File: src/rtl/xfd_pkg.sv
package xfd_pkg;
  localparam int MANT_W = 40;
  localparam int EXP_W  = 8;
  localparam int WORD_W = 16;
  localparam int WEXP_W = EXP_W + 2;
  localparam int CC_W   = 4;

  typedef logic [WORD_W-1:0]        word_t;
  typedef logic signed [EXP_W-1:0]  exp_t;
  typedef logic [MANT_W-1:0]        mant_t;
  typedef logic signed [WEXP_W-1:0] wexp_t;
  typedef logic [CC_W-1:0]          cc_t;

  typedef struct packed {
    exp_t  e;
    mant_t m;
  } xfloat_t;

  localparam wexp_t WEXP_MAX = wexp_t'(2**(EXP_W-1) - 1);
  localparam wexp_t WEXP_MIN = wexp_t'(-(2**(EXP_W-1)));
  localparam exp_t  EXP_SAT  = exp_t'(2**(EXP_W-1) - 1);
  localparam mant_t SAT_POS  = {1'b0, {(MANT_W-1){1'b1}}};
  localparam mant_t SAT_NEG  = {1'b1, {(MANT_W-1){1'b0}}};

  localparam cc_t CC_ZERO = 4'b0010;
  localparam cc_t CC_NEG  = 4'b0001;
  localparam cc_t CC_POS  = 4'b0100;

  // three-word layout, exponent in the low byte of the middle word
  function automatic xfloat_t unpack_words(word_t w0, word_t w1, word_t w2);
    xfloat_t x;
    x.m = {w0, w1[WORD_W-1:EXP_W], w2};
    x.e = w1[EXP_W-1:0];
    return x;
  endfunction

  function automatic logic [3*WORD_W-1:0] pack_words(xfloat_t x);
    return {x.m[MANT_W-1 -: WORD_W],
            x.m[MANT_W-WORD_W-1 -: (WORD_W-EXP_W)],
            x.e,
            x.m[WORD_W-1:0]};
  endfunction

  function automatic cc_t cond_of(xfloat_t x);
    if (x == '0)             return CC_ZERO;
    else if (x.m[MANT_W-1])  return CC_NEG;
    else                     return CC_POS;
  endfunction
endpackage

File: src/rtl/xfd_prescale.sv
module xfd_prescale
  import xfd_pkg::*;
(
  input  xfloat_t dvd,
  input  xfloat_t dvs,
  output wexp_t   n_o,
  output logic    early_ovf_o,
  output logic    early_unf_o,
  output logic    sign_diff_o,
  output mant_t   mag_dvd_o,
  output mant_t   mag_dvs_o
);
  wexp_t n_raw;
  logic  dvd_zero, dvs_zero;

  always_comb begin
    dvd_zero    = (dvd.m == '0);
    dvs_zero    = (dvs.m == '0);
    n_raw       = wexp_t'(dvd.e) - wexp_t'(dvs.e);
    n_o         = dvd_zero ? '0 : n_raw;
    early_ovf_o = dvs_zero || (n_o >= WEXP_MAX);
    early_unf_o = !early_ovf_o && (n_o < WEXP_MIN);
    sign_diff_o = dvd.m[MANT_W-1] ^ dvs.m[MANT_W-1];
    mag_dvd_o   = dvd.m[MANT_W-1] ? (~dvd.m + mant_t'(1)) : dvd.m;
    mag_dvs_o   = dvs.m[MANT_W-1] ? (~dvs.m + mant_t'(1)) : dvs.m;
  end
endmodule

File: src/rtl/xfd_mag_div.sv
module xfd_mag_div #(
  parameter int W = 40
) (
  input  logic         clk,
  input  logic         rst_n,
  input  logic         start,
  input  logic [W-1:0] num,
  input  logic [W-1:0] den,
  output logic         busy,
  output logic         done,
  output logic [W-1:0] quo
);
  localparam int CNT_W = $clog2(W);
  localparam int REM_W = W + 2;

  logic [REM_W-1:0] rem;
  logic [REM_W-1:0] diff;
  logic [CNT_W-1:0] cnt;
  logic             borrow;

  always_comb begin
    diff   = rem - {2'b00, den};
    borrow = diff[REM_W-1];
  end

  // one restoring step per cycle, first step weighs 2^0
  always_ff @(posedge clk or negedge rst_n) begin
    if (!rst_n) begin
      rem  <= '0;
      quo  <= '0;
      cnt  <= '0;
      busy <= 1'b0;
      done <= 1'b0;
    end else begin
      done <= 1'b0;
      if (start) begin
        rem  <= {2'b00, num};
        quo  <= '0;
        cnt  <= '0;
        busy <= 1'b1;
      end else if (busy) begin
        rem <= (borrow ? rem : diff) << 1;
        quo <= {quo[W-2:0], ~borrow};
        if (cnt == CNT_W'(W-1)) begin
          busy <= 1'b0;
          done <= 1'b1;
        end else begin
          cnt <= cnt + CNT_W'(1);
        end
      end
    end
  end

  a_r2_start_when_idle: assert property (@(posedge clk) disable iff (!rst_n)
    start |-> !busy);
  a_r4_done_single: assert property (@(posedge clk) disable iff (!rst_n)
    done |=> !done);
  a_r4_done_after_busy: assert property (@(posedge clk) disable iff (!rst_n)
    $rose(done) |-> $past(busy));
endmodule

File: src/rtl/xfd_postnorm.sv
module xfd_postnorm
  import xfd_pkg::*;
(
  input  mant_t q,
  input  wexp_t n,
  input  logic  sign_diff,
  output exp_t  e_o,
  output mant_t m_o,
  output logic  ovf_o
);
  mant_t qs, mq;
  wexp_t n1;

  always_comb begin
    // magnitude 1.0 or more -> one position right, exponent up
    qs    = q[MANT_W-1] ? (q >> 1) : q;
    n1    = n + (q[MANT_W-1] ? wexp_t'(1) : wexp_t'(0));
    mq    = sign_diff ? (~qs + mant_t'(1)) : qs;
    ovf_o = (n1 >= WEXP_MAX);
    m_o   = ovf_o ? (mq[MANT_W-1] ? SAT_NEG : SAT_POS) : mq;
    e_o   = ovf_o ? EXP_SAT : n1[EXP_W-1:0];
  end
endmodule

File: src/rtl/xfd_divider.sv
module xfd_divider
  import xfd_pkg::*;
(
  input  logic        clk,
  input  logic        rst_n,
  input  logic        in_valid,
  output logic        in_ready,
  input  logic [15:0] dvd_w0,
  input  logic [15:0] dvd_w1,
  input  logic [15:0] dvd_w2,
  input  logic [15:0] dvs_w0,
  input  logic [15:0] dvs_w1,
  input  logic [15:0] dvs_w2,
  output logic        out_valid,
  input  logic        out_ready,
  output logic [15:0] quo_w0,
  output logic [15:0] quo_w1,
  output logic [15:0] quo_w2,
  output logic        ovf_flag,
  output logic        unf_flag,
  output logic [3:0]  cond_code
);
  typedef enum logic [1:0] {S_IDLE, S_DIV, S_DONE} state_t;

  state_t  state;
  xfloat_t dvd, dvs, res_q;
  wexp_t   n_pre, n_q;
  logic    e_ovf, e_unf, sdiff, sdiff_q;
  mant_t   mag_a, mag_b, div_q, pn_m;
  exp_t    pn_e;
  logic    pn_ovf, div_busy, div_done, accept, div_start;
  logic    ovf_q, unf_q;

  assign dvd = unpack_words(dvd_w0, dvd_w1, dvd_w2);
  assign dvs = unpack_words(dvs_w0, dvs_w1, dvs_w2);

  xfd_prescale u_pre (
    .dvd(dvd), .dvs(dvs), .n_o(n_pre), .early_ovf_o(e_ovf),
    .early_unf_o(e_unf), .sign_diff_o(sdiff),
    .mag_dvd_o(mag_a), .mag_dvs_o(mag_b)
  );

  assign in_ready  = (state == S_IDLE);
  assign accept    = in_valid && in_ready;
  assign div_start = accept && !e_ovf && !e_unf;

  xfd_mag_div #(.W(MANT_W)) u_div (
    .clk(clk), .rst_n(rst_n), .start(div_start), .num(mag_a), .den(mag_b),
    .busy(div_busy), .done(div_done), .quo(div_q)
  );

  xfd_postnorm u_post (
    .q(div_q), .n(n_q), .sign_diff(sdiff_q),
    .e_o(pn_e), .m_o(pn_m), .ovf_o(pn_ovf)
  );

  always_ff @(posedge clk or negedge rst_n) begin
    if (!rst_n) begin
      state   <= S_IDLE;
      res_q   <= '0;
      n_q     <= '0;
      sdiff_q <= 1'b0;
      ovf_q   <= 1'b0;
      unf_q   <= 1'b0;
    end else begin
      case (state)
        S_IDLE: if (accept) begin
          n_q     <= n_pre;
          sdiff_q <= sdiff;
          if (e_ovf) begin
            res_q.e <= EXP_SAT;
            res_q.m <= sdiff ? SAT_NEG : SAT_POS;
            ovf_q   <= 1'b1;
            unf_q   <= 1'b0;
            state   <= S_DONE;
          end else if (e_unf) begin
            res_q   <= '0;
            ovf_q   <= 1'b0;
            unf_q   <= 1'b1;
            state   <= S_DONE;
          end else begin
            state   <= S_DIV;
          end
        end
        S_DIV: if (div_done) begin
          res_q.e <= pn_e;
          res_q.m <= pn_m;
          ovf_q   <= pn_ovf;
          unf_q   <= 1'b0;
          state   <= S_DONE;
        end
        S_DONE: if (out_ready) state <= S_IDLE;
        default: state <= S_IDLE;
      endcase
    end
  end

  assign out_valid              = (state == S_DONE);
  assign {quo_w0, quo_w1, quo_w2} = pack_words(res_q);
  assign ovf_flag               = ovf_q;
  assign unf_flag               = unf_q;
  assign cond_code              = cond_of(res_q);

  a_r2_ready_valid_excl: assert property (@(posedge clk) disable iff (!rst_n)
    !(in_ready && out_valid));
  a_r2_div_only_when_busy: assert property (@(posedge clk) disable iff (!rst_n)
    div_busy |-> !in_ready);
  a_r3_hold_result: assert property (@(posedge clk) disable iff (!rst_n)
    out_valid && !out_ready |=> out_valid && $stable(quo_w0) && $stable(quo_w1)
      && $stable(quo_w2) && $stable(ovf_flag) && $stable(unf_flag));
  a_r8_ovf_saturates: assert property (@(posedge clk) disable iff (!rst_n)
    out_valid && ovf_flag |-> quo_w1[7:0] == 8'h7F
      && (quo_w0 == 16'h7FFF || quo_w0 == 16'h8000));
  a_r10_unf_zero: assert property (@(posedge clk) disable iff (!rst_n)
    out_valid && unf_flag |-> !ovf_flag && quo_w0 == '0 && quo_w1 == '0
      && quo_w2 == '0);
  a_r12_cc_onehot: assert property (@(posedge clk) disable iff (!rst_n)
    out_valid |-> $countones(cond_code) == 1);
endmodule

File: config.mk
export PLATFORM = sky130hd
export DESIGN_NAME = xfd_divider
export DESIGN_NICKNAME = d
export VERILOG_FILES = /design/src/rtl/xfd_pkg.sv /design/src/rtl/xfd_prescale.sv /design/src/rtl/xfd_mag_div.sv /design/src/rtl/xfd_postnorm.sv /design/src/rtl/xfd_divider.sv
export SDC_FILE = /design/constraint.sdc
export NUM_CORES = 1
export LEC_CHECK = 0
export BUFFER_PORTS_ARGS = -buffer_cell sky130_fd_sc_hd__buf_4
export CAP_MARGIN = 20
export CORE_AREA = 2 2 159 161
export CTS_CLUSTER_SIZE = 24
export DETAILED_ROUTE_END_ITERATION = 10
export DIE_AREA = 0 0 161 163
export PLACE_DENSITY = 0.77
export SKIP_LAST_GASP = 1
export SLEW_MARGIN = 5
export SYNTH_ARGS = -nofsm -noshare
export SYNTH_HDL_FRONTEND = slang
export SYNTH_SLANG_ARGS = --single-unit
File: constraint.sdc
create_clock -name clk -period 4.44 [get_ports clk]
set_input_delay 0.444 -clock clk [delete_from_list [all_inputs] [get_ports clk]]
set_output_delay 0.444 -clock clk [all_outputs]
set_load 0.01 [all_outputs]
==> results of run 1 <==
[final timing paths]
kind	slack (ps)	to	depth (start not counted)
setup reg to reg	760	quo_w0[8]	13
hold reg to reg	480	state[0]	1
hold / removal	70	quo_w2[8]	1
min in group clk	230	u_div.rem[0]	3
max in group asynchronous	3510	u_div.busy	2
setup / recovery	-690	u_div.rem[39]	22
[cell usage in the layout, fill, tap and decap left out, drive strengths merged, types with 16 or more instances in the layout]
cell type and instances:
buf 359, nor2 202, dfrtp 152, nand2 148, a21oi 140, o21ai 122, xor2 103, mux2i 55
ha 54, inv 45, nand3 43, xnor2 42, o31ai 39, o211ai 31, or3 29, nor4 27
clkbuf 26, nor3 24, o22ai 22, nand4 21, and3 21, a21o 20, or4 20, a211oi 20
nor2b 19, a31oi 17, nand2b 16
[state kept, by name, indices dropped and copies added, names as in the netlist]
name / count
quo_w0: 16
u_div.busy: 1
u_div.done: 1
quo_w2: 16
unf_flag: 1
u_div.quo: 40
u_div.cnt: 6
state: 2
quo_w1: 16
sdiff_q: 1
ovf_flag: 1
n_q: 9
u_div.rem: 42
[metal layers]
metal | track usage | wire length [um]
met1 | 0.385 | 16600
met4 | 0.0958 | 1210
met2 | 0.487 | 19100
met5 | 0 | 0
met3 | 0.0278 | 2640
[logic make-up after synthesis]
group                      Yosys count  share of synthesized area
DFF                                152                      0.290
buffers and inverters              157                     0.0485
xor gates and xnor gates           144                     0.0961
muxes                               56                     0.0428
AOI/OAI and AO/OA                  501                      0.242
adders and majority gates           56                     0.0545
and+or+nand+nor                    613                      0.226
other                                1                   0.000286
[power breakdown]
part / switching (uW) / internal (uW) / total [uW]
combinational: 354 / 303 / 657
sequential: 0.000000000483 / 1390 / 1390
clock: 576 / 961 / 1540
total: 931 / 2650 / 3580
[per-stage QoR]
stage          TNS [ps]   util  power [uW]
6_report         -25000  0.693        3580
5_1_grt          -33330  0.693        3720
3_5_place_dp     -47770  0.643        2030
3_3_place_gp     -43050  0.642        2010
2_1_floorplan    -30820      -        1730
4_1_cts          -22860  0.676        3570
[worst reg2reg max path, cell delays in order, from the launching register on]
cell       delay [ps]
dfrtp_1           410
nor2b_1           180
a21oi_1           190
ha_1              220
or3b_2            480
nor3_1            330
nand4b_1          310
or2_2             410
or3_1             380
o211ai_1          170
o21ai_0           120
nand2_1           100
o2111ai_1         120
a21oi_1           180
[area by class of cell]
cell class / count / area, um^2
multi-input combinational: 1372 / 9150
tap: 330 / 413
clock buffer: 22 / 454
timing repair buffer: 363 / 2930
clock inverter: 10 / 168
sequential: 152 / 3810
inverter: 43 / 164
fill: 1986 / 7580
[timing repair]
action	4_1_cts	5_1_grt
resized for setup	28	49
buffers inserted	6	6
pin swaps	9	28
cloned	1	6
endpoints found under the setup margin	42	42
hold endpoints to repair	0	0
==> reports/metrics.cfg, run 1 <==
[grt]
overflow = 0
grt_antenna_before_repair = 0
grt_max_degree = 84
grt_use_total = 0.286
grt_pass1_wl_um = 61800
grt_pass1_vias = 12600

[timing]
skew_ps = 11.7
tightest_slew_ps = 753
setup_viol = 42
final-max-slew-violation-count = 0
slew_headroom = 0.493
worst_slack_ps = -692
period_needed_ps = 5130
holdWs_ps = 67.8
fin_crit_sh = 1.16
rsz0062_at_grt = true
max_freq_mhz = 195
hold_viol_final = 0

[clock_network]
clock-sinks = 152
clkLatencyLatePin_ps = 430
path_clk_slew_ps = 70
cts_max_level = 4
root_buffer = clkbuf_16
cts_buffers = 17
holdBufCountCts = 0
cts_tree = done
clock_path_buffers = 2

[yosys]
synthTopCellsByArea = dfrtp_1, xor2_1, nor2_1
ys_ff_latch = 152
post-synth-top-count-cell = nor2_1
synth_commonest_cells = nor2_1, dfrtp_1, nand2_1
syn_area_per_cell_um2 = 7.81
synthArstFlopShare = 1.00
synth-edff-count = 0
seq_area_frac_synth = 0.290
synth_top_cell_area_share = 0.290
synthesis.area_mm2 = 0.0131
synth.distinct_cells = 84
synthFlopType = dfrtp_1
ys_warn_count = 0
synth_largest_area_cell = dfrtp_1
netlist_instances = 1680
synth_nets = 1836

[outcome]
failed_checks = negative setup slack
status = finished, violations left

[worst_setup_path]
cp_slowest_cell = or4_4
cp_slowest_stage_delay_ps = 540
crit_arrival_ps = 5440
end_kind = register
crit_buf_inv = 4
cp-start-kind = primary input
startpoint = dvs_w2[3]
timing.rr.start = u_div.quo[0]
cp.required_ps = 4750
cp_max_fo = 5
critPathKind = in -> reg
worstPathCellList = buf_6 > or4_4 > or4_4 > or3_4 > or3_4 > inv_4 > nand3_4 > or2_4 > o31ai_4 > xor2_1 > ha_2 > a21oi_2 > nor2_2 > a211oi_2 > a21oi_1 > a2111o_1 > a221o_2 > xnor2_4 > buf_4 > buf_4 > a311oi_2 > nand2_1
path_delay_family = simple AND/OR/NAND/NOR gates

[floorplanning]
chipHeight_um = 163
die_area_mm2 = 0.0262
initial_utilization = 0.532
ios = 156
rows = 58
core-area_mm2 = 0.0247
die_x_um = 161

[drt]
first_iter_violations = 1163
dr.pass1.iters = 5
vias = 13800
drc = 0
drt-wirelength-per-cell_um = 17.3
ant_nets = 0
vias_per_cell = 6.02
wirelength_um = 39600

[power_and_ir_drop]
leakagePower_uw = 0.00762
ir_drop_mv = 0.245
power.density_mw_per_mm2 = 209

[placement]
preCtsSetupSlack_ps = -1250
dpl.hpwl_um = 28600
port_buffers = 154
numPlacedInstances = 2242
dpl-instance-area_mm2 = 0.0159
gp_congestion = 0.931

[layout]
num_antenna_cells = 0
stdcell_area_mm2 = 0.0171
drive_gt1_frac = 0.253
syn_to_final_growth_pct = 30.2
layout.cells.non_filler = 2292
final_nets = 2105

[worst_hold_path]
hp-class = in -> async

[job]
maxCapViolCount = 0

Power figures use the tool's default switching activity.
==> run 2, diff against run 1 <==
- SETUP_SLACK_MARGIN: not set -> 0.4
==> run 2 against run 1 <==
Effect of this change: total power fell by 5.1%; the flow still finishes with violations (negative setup slack); count of clock-buffer cells in the layout is 3 lower; highest routed layer unchanged; sequential share of layout area grew 0.38 points; clock power fell by 10%.
==> reports/metrics.cfg, run 2 (same netlist as run 1, synthesis figures left out) <==
[placement]
preCtsSetupSlack_ps = -1220  ; +29.4 ps
port_buffers = 154  ; unchanged
dpl.hpwl_um = 28400  ; -0.74%
gp_congestion = 0.974  ; +4.6%

[worst_setup_path]
end_kind = register
cp_max_fo = 5  ; unchanged
ff2ff_setup_slack_ps = 830  ; +70 ps
crit_arrival_ps = 5550  ; +110 ps
cp-start-kind = primary input
cp.required_ps = 4730  ; -20 ps
rr_endpoint = quo_w0[8]
r2r_cells = 13  ; unchanged
critPathKind = in -> reg
timing.rr.start = u_div.quo[39]

[layout]
nFillCells = 2027  ; +2.1%
layout_common_cells = buf_4, nor2_1, dfrtp_1, nand2_1, a21oi_1
final_common_cell = buf_4
syn_to_final_growth_pct = 28.1
largest_reg_flops = 42  ; unchanged
largest-register = u_div.rem
drive_gt1_frac = 0.247  ; -0.00574
final_nets = 2098  ; -0.33%
num_antenna_cells = 0  ; unchanged
reg_top3 = u_div.rem (42), u_div.quo (40)

[grt]
grt_max_degree = 83  ; -1.2%
grt_pass1_wl_um = 63100  ; +2.2%
grt_use_total = 0.291  ; +0.00508
grt_pass1_vias = 12900  ; +2.8%
grt_antenna_before_repair = 0  ; unchanged
overflow = 0  ; unchanged

[job]
maxCapViolCount = 0  ; unchanged

[power_and_ir_drop]
p_comb_frac = 0.187  ; +0.003
p_seq_frac = 0.408  ; +0.021
clkPwrFrac = 0.405  ; -0.024
leakagePower_uw = 0.00750  ; -1.5%
power.density_mw_per_mm2 = 202  ; -3.6%
switching_share = 0.278  ; +0.0180
switchingPower_uw = 944  ; +1.5%
finalPower_uw = 3400  ; -5.1%
internal_power_uw = 2450  ; -7.4%
ir_drop_mv = 0.232  ; -5.3%

[timing]
final-max-slew-violation-count = 0  ; unchanged
setup_viol = 42  ; unchanged
tightest_slew_ps = 784  ; +30.9 ps
hold_viol_final = 0  ; unchanged
slew_headroom = 0.477  ; -0.0165
fin_crit_sh = 1.18  ; +0.0281
rsz0062_at_grt = true
max_freq_mhz = 190  ; -2.4%
holdWs_ps = 56.4  ; -11.5 ps
worst_slack_ps = -816  ; -125 ps
skew_ps = 7.71  ; -3.96 ps
period_needed_ps = 5260  ; +125 ps
finalSetupTns_ps = -28820  ; -3820 ps

[drt]
first_iter_violations = 1015  ; -13%
ant_nets = 0  ; unchanged
drc = 0  ; unchanged
wirelength_um = 38600  ; -2.5%
vias_per_cell = 5.98  ; -0.68%
dr.pass1.iters = 5  ; unchanged
drt-wirelength-per-cell_um = 16.9  ; -2.2%
vias = 13700  ; -0.98%

[outcome]
status = finished, violations left
failed_checks = negative setup slack

[clock_network]
cts_buffers = 17  ; unchanged
clock_path_buffers = 2  ; unchanged
clkLatencyLatePin_ps = 430  ; about the same
root_buffer = clkbuf_16
cts_tree = done
path_clk_slew_ps = 60  ; about the same
clock-sinks = 152  ; unchanged
cts_max_level = 4  ; unchanged

[floorplanning]
initial_utilization = 0.532  ; unchanged
ios = 156  ; unchanged
rows = 58  ; unchanged
die_area_mm2 = 0.0262  ; unchanged
core-area_mm2 = 0.0247  ; unchanged
die_x_um = 161  ; unchanged
chipHeight_um = 163  ; unchanged

[worst_hold_path]
hp-class = in -> async

-- run 2: cell types whose count changed in the layout (fill, tap and decap cells not counted), moves of 3 or more --
cell / delta
a211oi_1: -4
a211oi_2: +4
clkbuf_16: -4
buf_12: -3
buf_16: +3
buf_4: -3
bufinv_16: -3
clkinvlp_4: +3
nor2_4: -3
-- run 2: worst max-delay path by stage --
stage	from	endpoint	slack (ps)	cells past startpoint
after floorplan	dvs_w2[3]	u_div.rem[38]	-880	22
after global placement	dvs_w2[3]	u_div.rem[35]	-1060	22
after detailed placement	dvs_w2[3]	u_div.rem[9]	-1220	21
after CTS	dvs_w2[3]	u_div.rem[6]	-650	24
after global routing	dvs_w2[3]	u_div.rem[40]	-950	24
final	dvs_w2[3]	u_div.rem[18]	-820	24
-- run 2: critical path: stages --
cell and delay, ps:
buf_6 90, or4_4 530, or4_4 530, or3_4 340, or3_4 360, inv_4 80
nand3_4 90, or2_4 270, o31ai_4 220, xor2_1 100, ha_2 190, a21oi_2 110
nor2_1 60, a211oi_2 250, a21oi_1 110, a2111o_1 380, a221o_1 330, buf_6 160
xnor2_4 120, buf_6 150, buf_12 120, buf_16 130, a211oi_4 260, o22ai_2 110
-- run 2: routing by layer --
layer	wire, um	track usage	vias up
li1	-	-	6630
met1	17000	0.395	6429
met2	18200	0.486	513
met3	2290	0.0300	82
met4	1140	0.106	0
met5	0	0	-
-- run 2: power groups by stage --
| stage | combinational, uW | clock, uW | sequential (uW) |
|---|---|---|---|
| 2_1_floorplan | 314 | 0 | 1410 |
| 3_3_place_gp | 596 | 0 | 1410 |
| 3_5_place_dp | 609 | 0 | 1410 |
| 4_1_cts | 619 | 1390 | 1380 |
| 5_1_grt | 699 | 1450 | 1380 |
| 6_report | 637 | 1380 | 1380 |
-- run 2: area by class of cell --
class	count	area, um^2	area share
Tap cell	330	413	0.0246
Sequential cell	152	3810	0.227
Multi-Input combinational cell	1371	9030	0.537
Timing Repair Buffer	357	2840	0.169
Clock buffer	19	433	0.0257
Clock inverter	13	123	0.00729
Inverter	43	164	0.00975
-- run 2: through the flow --
step                instances  cell area, um^2  utilization
floorplan                1680            13300            -
global placement         2230            15700        0.638
detailed placement       2230            15700        0.638
CTS                      2280            16600        0.674
global route             2285            16800        0.681
finish                   2285            16800        0.681
-- run 2: timing repair --
| action | CTS | global route |
|---|---|---|
| endpoints found under the setup margin | 42 | 46 |
| hold buffers | 0 | 0 |
| gates cloned | 6 | 0 |
| pin swaps | 16 | 20 |
| setup buffers | 12 | 5 |
| gates resized for setup | 35 | 33 |
==> run 3, diff against run 2 <==
- CORE_AREA: 2 2 159 161 -> 2 2 165 167
- DIE_AREA: 0 0 161 163 -> 0 0 167 169
- SYNTH_HIERARCHICAL: not set -> 1
==> run 3 against run 2 <==
Effect of this change: the run ends with negative hold slack left; total power grew to 4.0 times the previous value; via count grew 1.8%; synthesized cell count grew 3.1%; combinational power grew to 15 times the previous value; clock skew grew 6.4 ps; setup slack gained 1200 ps; design area grew 4.7%; sequential share of layout area shrank 0.90 points; first-iteration DRC count grew 30%; critical path depth shrank 3; global-route usage grew 0.78 points; highest routed layer unchanged.
==> reports/metrics.cfg, run 3 <==
[layout]
num_antenna_cells = 0  ; unchanged
drive_gt1_frac = 0.237  ; -0.0101
reg_top3 = u_div/rem (42), u_div/quo (40)
largest-register = u_div/rem
layout_common_cells = buf_4, dfrtp_1, a21oi_1, mux2i_1, nor2_1
nFillCells = 2200  ; +8.5%
final_common_cell = buf_4
stdcell_area_mm2 = 0.0176  ; +4.7%
final_nets = 2094  ; -0.19%
largest_reg_flops = 42  ; unchanged
syn_to_final_growth_pct = 23.4

[drt]
vias_per_cell = 6.07  ; +1.5%
dr.pass1.iters = 5  ; unchanged
drc = 0  ; unchanged
ant_nets = 0  ; unchanged
vias = 13900  ; +1.8%
drt-wirelength-per-cell_um = 18.8  ; +11%
wirelength_um = 43000  ; +11%
first_iter_violations = 1322  ; +30%

[clock_network]
clock-sinks = 153  ; +0.66%
clock_path_buffers = 2  ; unchanged
path_clk_slew_ps = 70  ; about the same
holdBufCountCts = 0  ; unchanged
cts_tree = done
clkLatencyLatePin_ps = 440  ; about the same
cts_buffers = 17  ; unchanged
cts_max_level = 4  ; unchanged
root_buffer = clkbuf_16

[timing]
skew_ps = 14.1  ; +6.44 ps
holdWs_ps = -12.8  ; -69.1 ps
period_needed_ps = 4100  ; -1150 ps
setup_viol = 0  ; -100%
slew_headroom = 0.322  ; -0.154
rsz0062_at_grt = true
hold_viol_final = 3  ; +3
max_freq_mhz = 244  ; +28%
tightest_slew_ps = 1010  ; +230 ps
fin_crit_sh = 0.924  ; -0.259
worst_slack_ps = 336  ; +1150 ps
final-max-slew-violation-count = 0  ; unchanged

[worst_setup_path]
timing.rr.start = u_div/quo[28]
ff2ff_setup_slack_ps = 860  ; +30 ps
critPathKind = in -> reg
cp_max_fo = 6  ; +1
crit_arrival_ps = 4420  ; -1130 ps
cp-start-kind = primary input
r2r_cells = 8  ; -5
end_kind = register
cp.required_ps = 4760  ; +30 ps
rr_endpoint = quo_w0[14]

[yosys]
synth_commonest_cells = dfrtp_1, a21oi_1, mux2i_1
ys_ff_latch = 153  ; +0.66%
synth_compound_area_frac = 0.210  ; -0.0318
synth_nets = 1889  ; +2.9%
syn_area_per_cell_um2 = 8.24  ; +5.5%
synth_fa_ha_area_frac = 0.0510  ; -0.00350
synthFlopType = dfrtp_1
synth.distinct_cells = 100  ; +19%
synthTopCellsByArea = dfrtp_1, mux2i_1, xnor2_1
ys_warn_count = 6  ; +6
synthesis.area_mm2 = 0.0143  ; +8.7%
post-synth-top-count-cell = dfrtp_1
seq_area_frac_synth = 0.268  ; -0.0215
synth-edff-count = 0  ; unchanged
muxShareOfSynthArea = 0.110  ; +0.0671
netlist_instances = 1732  ; +3.1%
synth_top_cell_area_share = 0.268  ; -0.0215
synthArstFlopShare = 1.00  ; unchanged
synth-xor-area-share = 0.0964  ; +0.000260
synth_top_family_by_area = compound AO/OA/AOI/OAI gates
synth-simple-area-share = 0.196  ; -0.0306
synth_largest_area_cell = dfrtp_1

[power_and_ir_drop]
clkPwrFrac = 0.102  ; -0.303
ir_drop_mv = 0.466  ; +100%
switchingPower_uw = 6390  ; +580%
leakagePower_uw = 0.00803  ; +7.1%
internal_power_uw = 7120  ; +190%
power.density_mw_per_mm2 = 768  ; +280%
p_comb_frac = 0.689  ; +0.502
finalPower_uw = 13500  ; +300%
p_seq_frac = 0.209  ; -0.199
switching_share = 0.473  ; +0.195

[placement]
gp_congestion = 0.978  ; +0.42%
preCtsSetupSlack_ps = -311  ; +911 ps
dpl-instance-area_mm2 = 0.0165  ; +4.6%
port_buffers = 154  ; unchanged
dpl.hpwl_um = 31700  ; +12%

[floorplanning]
die_x_um = 167  ; +3.7%
ios = 156  ; unchanged
initial_utilization = 0.538  ; +0.00659
chipHeight_um = 169  ; +3.7%
core-area_mm2 = 0.0265  ; +7.4%
rows = 60  ; +3.4%
die_area_mm2 = 0.0282  ; +7.5%

[job]
maxCapViolCount = 0  ; unchanged

[outcome]
failed_checks = negative hold slack
status = finished, violations left

[grt]
grt_antenna_before_repair = 0  ; unchanged
grt_pass1_vias = 13200  ; +1.8%
grt_max_degree = 89  ; +7.2%
overflow = 0  ; unchanged
grt_pass1_wl_um = 68800  ; +8.9%
grt_use_total = 0.299  ; +0.00777

[worst_hold_path]
hp-class = in -> async

[run 3: logic make-up after synthesis]
| family | after synthesis |
|---|---|
| other cells | 1 |
| buf+inv | 228 |
| fa+ha+maj | 57 |
| simple gates | 527 |
| mux | 153 |
| flops | 153 |
| xor+xnor | 154 |
| compound gates | 459 |
[run 3: worst max-delay path by stage]
stage	from	to	slack (ps)
final	dvs_w2[4]	u_div/rem[16]	340
after global routing	dvs_w2[1]	u_div/rem[35]	150
after CTS	dvs_w2[9]	u_div/rem[16]	370
after detailed placement	dvs_w2[1]	u_div/rem[39]	-310
after global placement	dvs_w2[1]	u_div/rem[2]	-170
after floorplan	dvs_w2[10]	u_div/rem[29]	150
[run 3: metrics by stage]
step	util	cells	hold slack, ps	TNS (ps)
finish	0.664	2291	-12.8	0
detailed placement	0.621	2245	495	-8990
CTS	0.655	2289	37.3	0
global route	0.664	2291	53.7	0
global placement	0.621	2245	485	-3800
floorplan	-	1732	148	0
[run 3: cell type report]
class                   count  area (um^2)  share of cell area
multi-input cells        1351         9940               0.565
flip-flops and latches    153         3830               0.218
repair buffers            286         2370               0.135
inverters                 128          483              0.0274
clock buffers              18          439              0.0249
well taps                 341          427              0.0242
clock inverters            14          114             0.00647
[run 3: power by group through the flow]
stage / logic, uW / clock network (uW) / registers [uW]
finish: 9310 / 1380 / 2820
global route: 10100 / 1450 / 2900
CTS: 8840 / 1390 / 2780
detailed placement: 8310 / 0 / 2780
global placement: 8100 / 0 / 2760
floorplan: 5960 / 0 / 2580
[run 3: per-layer routing]
metal	wire length [um]	GRT usage	vias to the layer above
li1	-	-	6613
met1	19100	0.428	6643
met2	19500	0.470	554
met3	3010	0.0362	86
met4	1320	0.104	0
met5	0	0	-
[run 3: timing repair]
action                                  4_1_cts  5_1_grt
cloned                                        3        1
gates resized for setup                      32       47
pin swaps                                    13       21
endpoints found under the setup margin       42       42
setup buffers                                 9        1
[run 3: critical path, stage by stage]
cell,delay [ps]
buf_4,120
nor4_2,250
buf_4,160
nand3_1,150
buf_4,190
o31ai_1,270
xnor2_1,160
inv_1,60
ha_1,350
nand2_1,200
nor2_1,90
a21o_1,240
o211a_4,180
a2111oi_4,500
o211ai_4,170
xnor2_4,180
buf_12,160
buf_8,130
clkbuf_16,150
mux2i_1,180
o21ai_1,70
